--- src/rtl/irq_src_pkg.sv ---
// Shared types and constants of the interrupt source controller.
package irq_src_pkg;
    localparam int PRIO_W = 8;
    typedef logic [PRIO_W-1:0] prio_t;
    localparam prio_t      PRIO_MASKED = 8'hFF;
    localparam logic [7:0] STAT_OK     = 8'h00;
    localparam logic [7:0] STAT_BAD    = 8'hFD;
endpackage

--- src/rtl/irq_src_slot.sv ---
// One interrupt source: holds its server, its priority and the flags that
// track edge and level delivery. Assumes every strobe input has already been
// decoded to this slot and is valid.
module irq_src_slot
    import irq_src_pkg::*;
#(
    parameter int SRV_W = 8
) (
    input  logic             clk,
    input  logic             rst_n,
    input  logic             is_level,
    input  logic             level_in,
    input  logic             wr_hit,
    input  logic [SRV_W-1:0] wr_server,
    input  prio_t            wr_prio,
    input  logic             rej_hit,
    input  logic             eoi_hit,
    input  logic             scan_hit,
    input  logic             grant,
    output logic             req,
    output logic [SRV_W-1:0] server,
    output prio_t            prio
);
    logic [SRV_W-1:0] srv_q, n_srv;
    prio_t            prio_q, n_prio;
    logic             want_q, n_want, sent_q, n_sent, rej_q, n_rej, mp_q, n_mp;
    logic             seen_q, rise, unmasked;

    assign rise = level_in & ~seen_q;

    // Work out the next state from the strobes, in a fixed order.
    always_comb begin
        n_srv  = srv_q;
        n_prio = prio_q;
        n_want = want_q;
        n_sent = sent_q;
        n_rej  = rej_q;
        n_mp   = mp_q;
        if (grant) n_want = 1'b0;
        if (rej_hit) begin
            n_rej  = 1'b1;
            n_sent = 1'b0;
        end
        if (eoi_hit && is_level) n_sent = 1'b0;
        if (wr_hit) begin
            n_srv  = wr_server;
            n_prio = wr_prio;
        end
        unmasked = (n_prio != PRIO_MASKED);
        if (is_level) begin
            if ((wr_hit || rise || scan_hit) && unmasked && level_in && !n_sent) begin
                n_sent = 1'b1;
                n_want = 1'b1;
            end
        end else begin
            if (rise) begin
                if (unmasked) n_want = 1'b1;
                else          n_mp   = 1'b1;
            end
            if (wr_hit && n_mp && unmasked) begin
                n_mp   = 1'b0;
                n_want = 1'b1;
            end
            if (scan_hit && n_rej) begin
                n_rej = 1'b0;
                if (unmasked) n_want = 1'b1;
            end
        end
    end

    // Register the source state; reset leaves the source masked and idle.
    always_ff @(posedge clk) begin
        if (!rst_n) begin
            srv_q  <= '0;
            prio_q <= PRIO_MASKED;
            want_q <= 1'b0;
            sent_q <= 1'b0;
            rej_q  <= 1'b0;
            mp_q   <= 1'b0;
            seen_q <= 1'b0;
        end else begin
            srv_q  <= n_srv;
            prio_q <= n_prio;
            want_q <= n_want;
            sent_q <= n_sent;
            rej_q  <= n_rej;
            mp_q   <= n_mp;
            seen_q <= level_in;
        end
    end

    assign req    = want_q && (prio_q != PRIO_MASKED);
    assign server = srv_q;
    assign prio   = prio_q;
endmodule

--- src/rtl/irq_resend_scan.sv ---
// Resend walker: visits one source index per cycle while busy. Assumes
// NUM_SRC >= 2. A request that arrives mid-scan queues one more full scan.
module irq_resend_scan #(
    parameter int NUM_SRC = 8,
    localparam int IDX_W  = $clog2(NUM_SRC)
) (
    input  logic             clk,
    input  logic             rst_n,
    input  logic             start,
    output logic             busy,
    output logic [IDX_W-1:0] idx
);
    localparam logic [IDX_W-1:0] LAST = IDX_W'(NUM_SRC - 1);
    logic again_q;

    // Step the scan index and handle requests that arrive while busy.
    always_ff @(posedge clk) begin
        if (!rst_n) begin
            busy    <= 1'b0;
            idx     <= '0;
            again_q <= 1'b0;
        end else if (!busy) begin
            busy <= start;
            idx  <= '0;
        end else begin
            if (start) again_q <= 1'b1;
            if (idx == LAST) begin
                idx     <= '0;
                busy    <= again_q || start;
                again_q <= 1'b0;
            end else begin
                idx <= idx + 1'b1;
            end
        end
    end
endmodule

--- src/rtl/irq_lowest_arb.sv ---
// Fixed-priority picker: the lowest requesting index wins. Purely combinational.
module irq_lowest_arb #(
    parameter int NUM_SRC = 8,
    localparam int IDX_W  = $clog2(NUM_SRC)
) (
    input  logic [NUM_SRC-1:0] req,
    output logic               any,
    output logic [IDX_W-1:0]   idx,
    output logic [NUM_SRC-1:0] gnt
);
    // Scan from the top down so that the lowest set bit is the one that stays.
    always_comb begin
        any = 1'b0;
        idx = '0;
        for (int i = NUM_SRC - 1; i >= 0; i--) begin
            if (req[i]) begin
                any = 1'b1;
                idx = IDX_W'(i);
            end
        end
        gnt = any ? (NUM_SRC'(1) << idx) : '0;
    end
endmodule

--- src/rtl/irq_source_ctrl.sv ---
// Interrupt source controller top. Decodes the source-numbered strobes and
// configuration accesses, holds one slot per source, runs the resend scan and
// issues one registered delivery per cycle, lowest source first. Assumes
// src_is_level is static while the block runs.
module irq_source_ctrl
    import irq_src_pkg::*;
#(
    parameter int NUM_SRC     = 8,
    parameter int NUM_SERVERS = 4,
    parameter int SRC_BASE    = 16,
    parameter int NUM_W       = 16,
    parameter int SRV_W       = 8,
    parameter int PRIO_IN_W   = 16
) (
    input  logic                 clk,
    input  logic                 rst_n,
    input  logic [NUM_SRC-1:0]   src_in,
    input  logic [NUM_SRC-1:0]   src_is_level,
    input  logic                 cfg_wr,
    input  logic                 cfg_rd,
    input  logic [NUM_W-1:0]     cfg_num,
    input  logic [SRV_W-1:0]     cfg_server,
    input  logic [PRIO_IN_W-1:0] cfg_prio,
    output logic                 cfg_done,
    output logic [7:0]           cfg_status,
    output logic [SRV_W-1:0]     cfg_rd_server,
    output logic [7:0]           cfg_rd_prio,
    input  logic                 rej_valid,
    input  logic [NUM_W-1:0]     rej_num,
    input  logic                 eoi_valid,
    input  logic [NUM_W-1:0]     eoi_num,
    input  logic                 resend_req,
    output logic                 resend_busy,
    output logic                 dlv_valid,
    output logic [SRV_W-1:0]     dlv_server,
    output logic [NUM_W-1:0]     dlv_num,
    output logic [7:0]           dlv_prio
);
    localparam int IDX_W = $clog2(NUM_SRC);

    function automatic logic in_range(input logic [NUM_W-1:0] n);
        return (32'(n) >= 32'(SRC_BASE)) && (32'(n) < 32'(SRC_BASE + NUM_SRC));
    endfunction

    function automatic logic [IDX_W-1:0] to_idx(input logic [NUM_W-1:0] n);
        return IDX_W'(n - NUM_W'(SRC_BASE));
    endfunction

    logic                            num_ok, wr_ok, arb_any, scan_busy;
    logic [IDX_W-1:0]                cfg_idx, rej_idx, eoi_idx, arb_idx, scan_idx;
    logic [NUM_SRC-1:0]              req_all, gnt_all;
    logic [NUM_SRC-1:0][SRV_W-1:0]   srv_all;
    logic [NUM_SRC-1:0][7:0]         prio_all;

    assign num_ok  = in_range(cfg_num);
    assign wr_ok   = num_ok && (32'(cfg_server) < 32'(NUM_SERVERS)) && (32'(cfg_prio) <= 32'd255);
    assign cfg_idx = to_idx(cfg_num);
    assign rej_idx = to_idx(rej_num);
    assign eoi_idx = to_idx(eoi_num);

    irq_resend_scan #(.NUM_SRC(NUM_SRC)) u_scan (
        .clk(clk), .rst_n(rst_n), .start(resend_req), .busy(scan_busy), .idx(scan_idx)
    );

    for (genvar i = 0; i < NUM_SRC; i++) begin : g_slot
        irq_src_slot #(.SRV_W(SRV_W)) u_slot (
            .clk      (clk),
            .rst_n    (rst_n),
            .is_level (src_is_level[i]),
            .level_in (src_in[i]),
            .wr_hit   (cfg_wr && wr_ok && (cfg_idx == IDX_W'(i))),
            .wr_server(cfg_server),
            .wr_prio  (cfg_prio[7:0]),
            .rej_hit  (rej_valid && in_range(rej_num) && (rej_idx == IDX_W'(i))),
            .eoi_hit  (eoi_valid && in_range(eoi_num) && (eoi_idx == IDX_W'(i))),
            .scan_hit (scan_busy && (scan_idx == IDX_W'(i))),
            .grant    (gnt_all[i]),
            .req      (req_all[i]),
            .server   (srv_all[i]),
            .prio     (prio_all[i])
        );
    end

    irq_lowest_arb #(.NUM_SRC(NUM_SRC)) u_arb (
        .req(req_all), .any(arb_any), .idx(arb_idx), .gnt(gnt_all)
    );

    assign resend_busy = scan_busy;

    // Register the granted delivery toward the presentation layer.
    always_ff @(posedge clk) begin
        if (!rst_n) begin
            dlv_valid  <= 1'b0;
            dlv_server <= '0;
            dlv_num    <= '0;
            dlv_prio   <= '0;
        end else begin
            dlv_valid  <= arb_any;
            dlv_server <= srv_all[arb_idx];
            dlv_num    <= NUM_W'(SRC_BASE) + NUM_W'(arb_idx);
            dlv_prio   <= prio_all[arb_idx];
        end
    end

    // Answer configuration accesses one cycle after the strobe.
    always_ff @(posedge clk) begin
        if (!rst_n) begin
            cfg_done      <= 1'b0;
            cfg_status    <= STAT_OK;
            cfg_rd_server <= '0;
            cfg_rd_prio   <= '0;
        end else begin
            cfg_done      <= cfg_wr || cfg_rd;
            cfg_status    <= (cfg_wr ? wr_ok : num_ok) ? STAT_OK : STAT_BAD;
            cfg_rd_server <= (cfg_rd && num_ok) ? srv_all[cfg_idx] : '0;
            cfg_rd_prio   <= (cfg_rd && num_ok) ? prio_all[cfg_idx] : '0;
        end
    end
endmodule

--- config.mk ---
export PLATFORM = sky130hd
export DESIGN_NAME = irq_source_ctrl
export DESIGN_NICKNAME = d
export VERILOG_FILES = /design/src/rtl/irq_src_pkg.sv /design/src/rtl/irq_src_slot.sv /design/src/rtl/irq_resend_scan.sv /design/src/rtl/irq_lowest_arb.sv /design/src/rtl/irq_source_ctrl.sv
export SDC_FILE = /design/constraint.sdc
export NUM_CORES = 1
export LEC_CHECK = 0
export BUFFER_PORTS_ARGS = -buffer_cell sky130_fd_sc_hd__buf_4
export CORE_UTILIZATION = 45
export DETAILED_ROUTE_END_ITERATION = 10
export PLACE_DENSITY_LB_ADDON = 0.08
export SYNTH_ARGS = -nofsm -noshare
export SYNTH_HDL_FRONTEND = slang
export SYNTH_SLANG_ARGS = --single-unit
--- constraint.sdc ---
create_clock -name clk -period 5.4 [get_ports clk]
set_input_delay 1.62 -clock clk [delete_from_list [all_inputs] [get_ports clk]]
set_output_delay 1.62 -clock clk [all_outputs]
set_load 0.05 [all_outputs]
Word level (Yosys, flattened, before mapping)
Index checks and enable logic that the tools add are counted.
- logic and storage cells: 475
- output and inout bits: 59
- input port bits: 95
- flip-flop bits (word level): 231
- order comparisons: 10
- bitwise gates (word level): 18
- muxes and demuxes: 191
- equality and inequality tests: 44
- shifts and indexed selects: 1
- $add $sub $neg: 5
- reductions and logical operators: 139
- operator list (cell ; number):
    $mux 1 ; 165
    $ne 8x8->1 const B ; 16
    $mux 8 ; 14
    $logic_and 1x1->1 ; 105
    $bmux 8 s3 ; 4
    $eq 3x3->1 const B ; 16
    $ge 16x5->1 const B ; 3
    $lt 16x5->1 const B ; 3
    $eq 3x2->1 const B ; 8
    $mux 3 ; 8
    $logic_or 1x1->1 ; 18
    $le 16x8->1 const B ; 1
    $eq 3x1->1 const B ; 4
    $logic_not 3->1 ; 4
    $not 1->1 ; 10
    $sub 3x1->3 const B ; 3
    $and 1x1->1 ; 8
    $logic_not 1->1 ; 8
    $lt 3x4->1 const B ; 2
    $lt 8x3->1 const B ; 1
    $shl 1x3->8 const A ; 1
    $add 5x3->6 const A ; 1
    $reduce_and 2->1 ; 2
    $add 3x1->3 const B ; 1
    2 further kinds ; 2

Logic depth before layout (Yosys ltp)
- depth after elaboration: 19
- depth in mapped cells: 9
- mapped depth without buffers: 8

Hierarchy
From an unflattened synthesis, not the netlist that was laid out.
- cells, all modules: 996
- area total of the unflattened synthesis: 10572.6 sq um
- by module, submodules not included (module ; cells an instance ; times used ; sequential area each (sq um) ; area an instance (sq um)):
    irq_src_slot ; 85 ; 8 ; 420.4 ; 859.6
    irq_source_ctrl ; 274 ; 1 ; 780.7 ; 3372.0
    irq_resend_scan ; 17 ; 1 ; 100.1 ; 183.9
    irq_lowest_arb ; 25 ; 1 ; 0.0 ; 140.1

Worst setup path before layout
No wires, ideal clock.
- path type: input to register
- from: input cfg_prio[13]
- to: register g_slot[7].u_slot.mp_q
- cell stages on the path: 8
- required time: 5.322 ns
- arrival: 3.451 ns
- buffers on the path: 1
- slack: 1.871 ns
- library setup time: 0.078 ns
- cells stage by stage: nor4_4 nand4_4 or4_4 or2_1 buf_6 a2111oi_4 nor2_1 nor3_1
- cells in the longest elaborated chain, start to end: 12
- RTL lines (what ; RTL line ; text):
    start: declaration ; irq_source_ctrl.sv:23 ; input logic [PRIO_IN_W-1:0] cfg_prio,
    $le 16x8->1 (*) ; irq_source_ctrl.sv:56 ; assign wr_ok = num_ok && (32'(cfg_server) < 32'(NUM_SERVERS)) && (32'(cfg_prio) <= 32'd255);
    $logic_and 1x1->1 (*) ; irq_source_ctrl.sv:56 ;
    $logic_and 1x1->1 (*) (2 in a row) ; irq_source_ctrl.sv:71 ; .wr_hit (cfg_wr && wr_ok && (cfg_idx == IDX_W'(i))),
    $mux 8 ; irq_src_slot.sv:45 ; if (wr_hit) begin
    $ne 8x8->1 ; irq_src_slot.sv:49 ; unmasked = (n_prio != PRIO_MASKED);
    $mux 1 ; irq_src_slot.sv:57 ; if (unmasked) n_want = 1'b1;
    $mux 1 ; irq_src_slot.sv:56 ; if (rise) begin
    $mux 1 ; irq_src_slot.sv:50 ; if (is_level) begin
    $logic_and 1x1->1 (2 in a row) ; irq_src_slot.sv:60 ; if (wr_hit && n_mp && unmasked) begin
    $mux 1 (*) ; irq_src_slot.sv:60 ;
    end signal: assignment ; irq_src_slot.sv:87 ; mp_q <= n_mp;
    end: declaration ; irq_src_slot.sv:26 ; logic want_q, n_want, sent_q, n_sent, rej_q, n_rej, mp_q, n_mp;
Every way passes the cells marked *; elsewhere a longest branch is shown, timed or not. The select of a mux whose other input is x is not followed.
A chain may end at the register's enable or synchronous reset.

Worst setup path after layout
- from: input cfg_num[15]
- to: register g_slot[3].u_slot.mp_q
- cells in the longest elaborated chain, start to end: 14
- RTL lines (what ; RTL line ; text):
    start: declaration ; irq_source_ctrl.sv:21 ; input logic [NUM_W-1:0] cfg_num,
    $ge 16x5->1 / $lt 16x5->1 (equally long branches) ; irq_source_ctrl.sv:42 ; return (32'(n) >= 32'(SRC_BASE)) && (32'(n) < 32'(SRC_BASE + NUM_SRC));
    $logic_and 1x1->1 (*) ; irq_source_ctrl.sv:42 ;
    $logic_and 1x1->1 (*) (2 in a row) ; irq_source_ctrl.sv:56 ;
    $logic_and 1x1->1 (*) (2 in a row) ; irq_source_ctrl.sv:71 ;
    $mux 8 ; irq_src_slot.sv:45 ;
    $ne 8x8->1 ; irq_src_slot.sv:49 ;
    $mux 1 ; irq_src_slot.sv:57 ;
    $mux 1 ; irq_src_slot.sv:56 ;
    $mux 1 ; irq_src_slot.sv:50 ;
    $logic_and 1x1->1 (2 in a row) ; irq_src_slot.sv:60 ;
    $mux 1 (*) ; irq_src_slot.sv:60 ;
    end signal: assignment ; irq_src_slot.sv:87 ;
    end: declaration ; irq_src_slot.sv:26 ;
Marked as above.

==> flow_summary.ini <==
[yosys]
synthFlopType = dfxtp_1
synth_edf_count = 0
synth_seq_cells = 212
yosysTopAreaCellShare = 0.426
synth_area_sq_mm = 0.00997
async_reset_ff_frac = 0
synth_area_per_cell_sq_um = 8.61
netlist_top_cells_area = dfxtp_1 (43%), nand2_1 (8.6%), mux4_2 (7.2%), and3_1 (3.8%), nand3_1 (3.5%)
ys_types = 67
yosysSeqAreaShare = 0.426
syn_inst = 1158
ys_warn_count = 0
synth_largest_area_cell = dfxtp_1

[clock_network]
cts_tree = done
cts_htree_levels = 1
clk_latency_ps = 530
clk_pin_slew_ps = 60
cts_resized = 0
clockBufferDepth = 3
cts.sink_count = 212
cts_root_buffer = clkbuf_16
postCtsSetupBuffers = 0
numCtsBuffers = 24
cts_hold_buf = 0

[route]
wl_mm = 32.2
dr.first_iter.drc_count = 675
wire_per_inst_um = 20.7
drc = 0
num_vias = 9003
ant_nets = 0
via_per_inst = 5.78
firstDrtPassIters = 5

[floorplanning]
row_count = 54
die_h_um = 151
dieWidth_um = 151
start_util = 0.458
die_area_sq_mm = 0.0228
io-pin-count = 154
coreArea_sq_mm = 0.0218

[setup_path]
rrSetupSlack_ps = 2230
r2r-start = g_slot[2].u_slot.prio[7]$_SDFF_PN1_
max_stage_delay_ps = 550
required_ps = 5780
end_kind = flip-flop
crit_chain = buf_4 -> nor4_1 -> nand4_1 -> nor4_2 -> nand2b_1 -> mux2i_1 -> o21bai_1 -> a21oi_1
criticalPathCategory = in2reg
cp-startpoint = cfg_num[15]
cp_slowest_cell = nand2b_1
worstPathMaxFanout = 18
r2r_cells = 8
crit_end = g_slot[3].u_slot.mp_q$_SDFFE_PN0N_
reg2reg_to = dlv_prio[7]$_SDFF_PN0_
cp-start-kind = primary input
arrival_ps = 4170

[pwr]
intPower_mw = 2.63
power_leakage_nw = 5.27
pwr-share-clk = 0.467
p_sw_mw = 0.830
powerDensity_mw_per_mm2 = 291
switching_share = 0.240
seqPwrFrac = 0.459
ir_worst_vdd_uv = 246
finalPower_mw = 3.46
comb_power_share = 0.074

[sta]
fmaxAchievable_mhz = 264
slew-limit-headroom = 0.280
slew_viol_final = 0
holdWs_ps = 471
hold_violations = 0
finalCriticalPeriod_ps = 3790
layout_setup_ws_ps = 1610
rsz0062_at_grt = no
post-route-period-util = 0.702
clock_skew_ps = 16.9
worst_slew_pin_slew_ps = 1080
setup_tns_ps = 0
setup_viol = 0

[layout]
final_common_cell = nand2_1
multiInputGateArea_sq_mm = 0.00521
area_delta_synth_final_pct = 19.4
drive_above_1_share = 0.198
seq_area_sq_mm = 0.00424
fin_nets = 1361
fillers = 2027
mostFrequentLayoutCells = nand2_1 (229), dfxtp_1 (212), buf_4 (160)
diodes = 0
post-route-util = 0.547

[global_route]
grt_pass1_vias = 8451
antenna_found_initial = 1
grt-ovfl-total = 0
grt_pass1_wl_mm = 49.0
grt_max_degree = 110
grt_use_total = 0.285

[placed_design]
gp_congestion = 0.900
dp_slack_ps = 1090
port_buffers = 140
hpwl_mm = 22.2

[outcome]
outcome = finished, final reports clean

[job]
cap_violations = 0

[hold_path]
hold_path_class = reg2reg
[final cells by class]
class,count,share of cell area
inverters,29,0.00914
clock buffers,35,0.0598
clock inverters,8,0.00641
flip-flops and latches,212,0.356
well taps,280,0.0294
repair buffers,160,0.101
multi-input cells,833,0.438
[critical path, delay by kind of cell]
kind | cells | cell delay [ps]
muxes | 1 | 480
AOI/OAI and AO/OA | 2 | 230
and+or+nand+nor | 4 | 1730
buffers and inverters | 1 | 110
[synthesized netlist by cell type (5+ instances only)]
cell and n:
nand2_1 229, dfxtp_1 212, nand3_1 70, nor2_1 64
clkbuf_1 62, and3_1 61, a21oi_1 56, o21ai_0 44
mux4_2 32, inv_1 29, nand4_1 25, o211ai_1 25
buf_4 21, mux2i_1 19, a221oi_1 16, and2_1 16
nor3_1 15, o21a_1 10, a22oi_1 9, nor4_1 9
o2bb2ai_1 8, or2_2 8, buf_1 6, buf_2 6
ha_1 6, nor2b_1 6, nor3b_1 6, o21bai_1 6
o22ai_1 6, a211oi_1 5, a31oi_1 5, nand2b_1 5
[cells by family after synthesis]
kind of cell,Yosys count,synth area share
flip-flops,212,0.426
AO/OA/AOI/OAI,226,0.155
buffers and inverters,125,0.0565
other,1,0.000376
adder cells (fa/ha/maj),6,0.00753
multiplexers,52,0.0925
AND/OR/NAND/NOR,536,0.263
[registers in the layout (all words and copies together) (netlist names), 8 cells and up]
| signal | cells |
|---|---|
| dlv_server | 8 |
| dlv_prio | 8 |
| g_slot.u_slot.sent_q | 8 |
| cfg_rd_prio | 8 |
| g_slot.u_slot.want_q | 8 |
| cfg_rd_server | 8 |
| g_slot.u_slot.rej_q | 8 |
| g_slot.u_slot.mp_q | 8 |
| g_slot.u_slot.seen_q | 8 |
| g_slot.u_slot.prio | 64 |
| g_slot.u_slot.server | 64 |
[routing by layer]
metal / global-route usage / vias up / part of all wire
met3: 0.0488 / 40 / 0.086
li1: - / 4345 / -
met1: 0.395 / 4263 / 0.44
met4: 0.0715 / 0 / 0.020
met2: 0.460 / 355 / 0.46
met5: 0 / - / 0
[worst min path at each step]
stage                                                        from                                       to  slack, ps  cells after the start
final                     g_slot[5].u_slot.server[1]$_SDFFE_PN0P_  g_slot[5].u_slot.server[1]$_SDFFE_PN0P_        470                      2
after CTS                 g_slot[3].u_slot.server[0]$_SDFFE_PN0P_  g_slot[3].u_slot.server[0]$_SDFFE_PN0P_        470                      2
after floorplan                          u_scan.idx[0]$_SDFF_PP0_                 u_scan.idx[0]$_SDFF_PP0_        430                      1
after global routing                     u_scan.idx[0]$_SDFF_PP0_                 u_scan.idx[0]$_SDFF_PP0_        490                      1
after detailed placement  g_slot[3].u_slot.server[0]$_SDFFE_PN0P_  g_slot[3].u_slot.server[0]$_SDFFE_PN0P_        460                      2
after global placement    g_slot[7].u_slot.server[0]$_SDFFE_PN0N_  g_slot[7].u_slot.server[0]$_SDFFE_PN0N_        450                      2
[power by group through the flow]
stage | sequential, mW | combinational (mW) | clock [mW]
floorplan | 1.64 | 0.141 | 0
global placement | 1.62 | 0.252 | 0
detailed placement | 1.62 | 0.253 | 0
CTS | 1.59 | 0.254 | 1.64
global route | 1.59 | 0.274 | 1.71
finish | 1.59 | 0.256 | 1.62
[per-stage QoR]
step / std cells / cell area (sq um)
2_1_floorplan: 1170 / 10000
3_5_place_dp: 1514 / 11100
6_report: 1557 / 11900
5_1_grt: 1557 / 11900
4_1_cts: 1557 / 11900
3_3_place_gp: 1514 / 11100
Note: power is estimated with default switching activity, not from simulation.
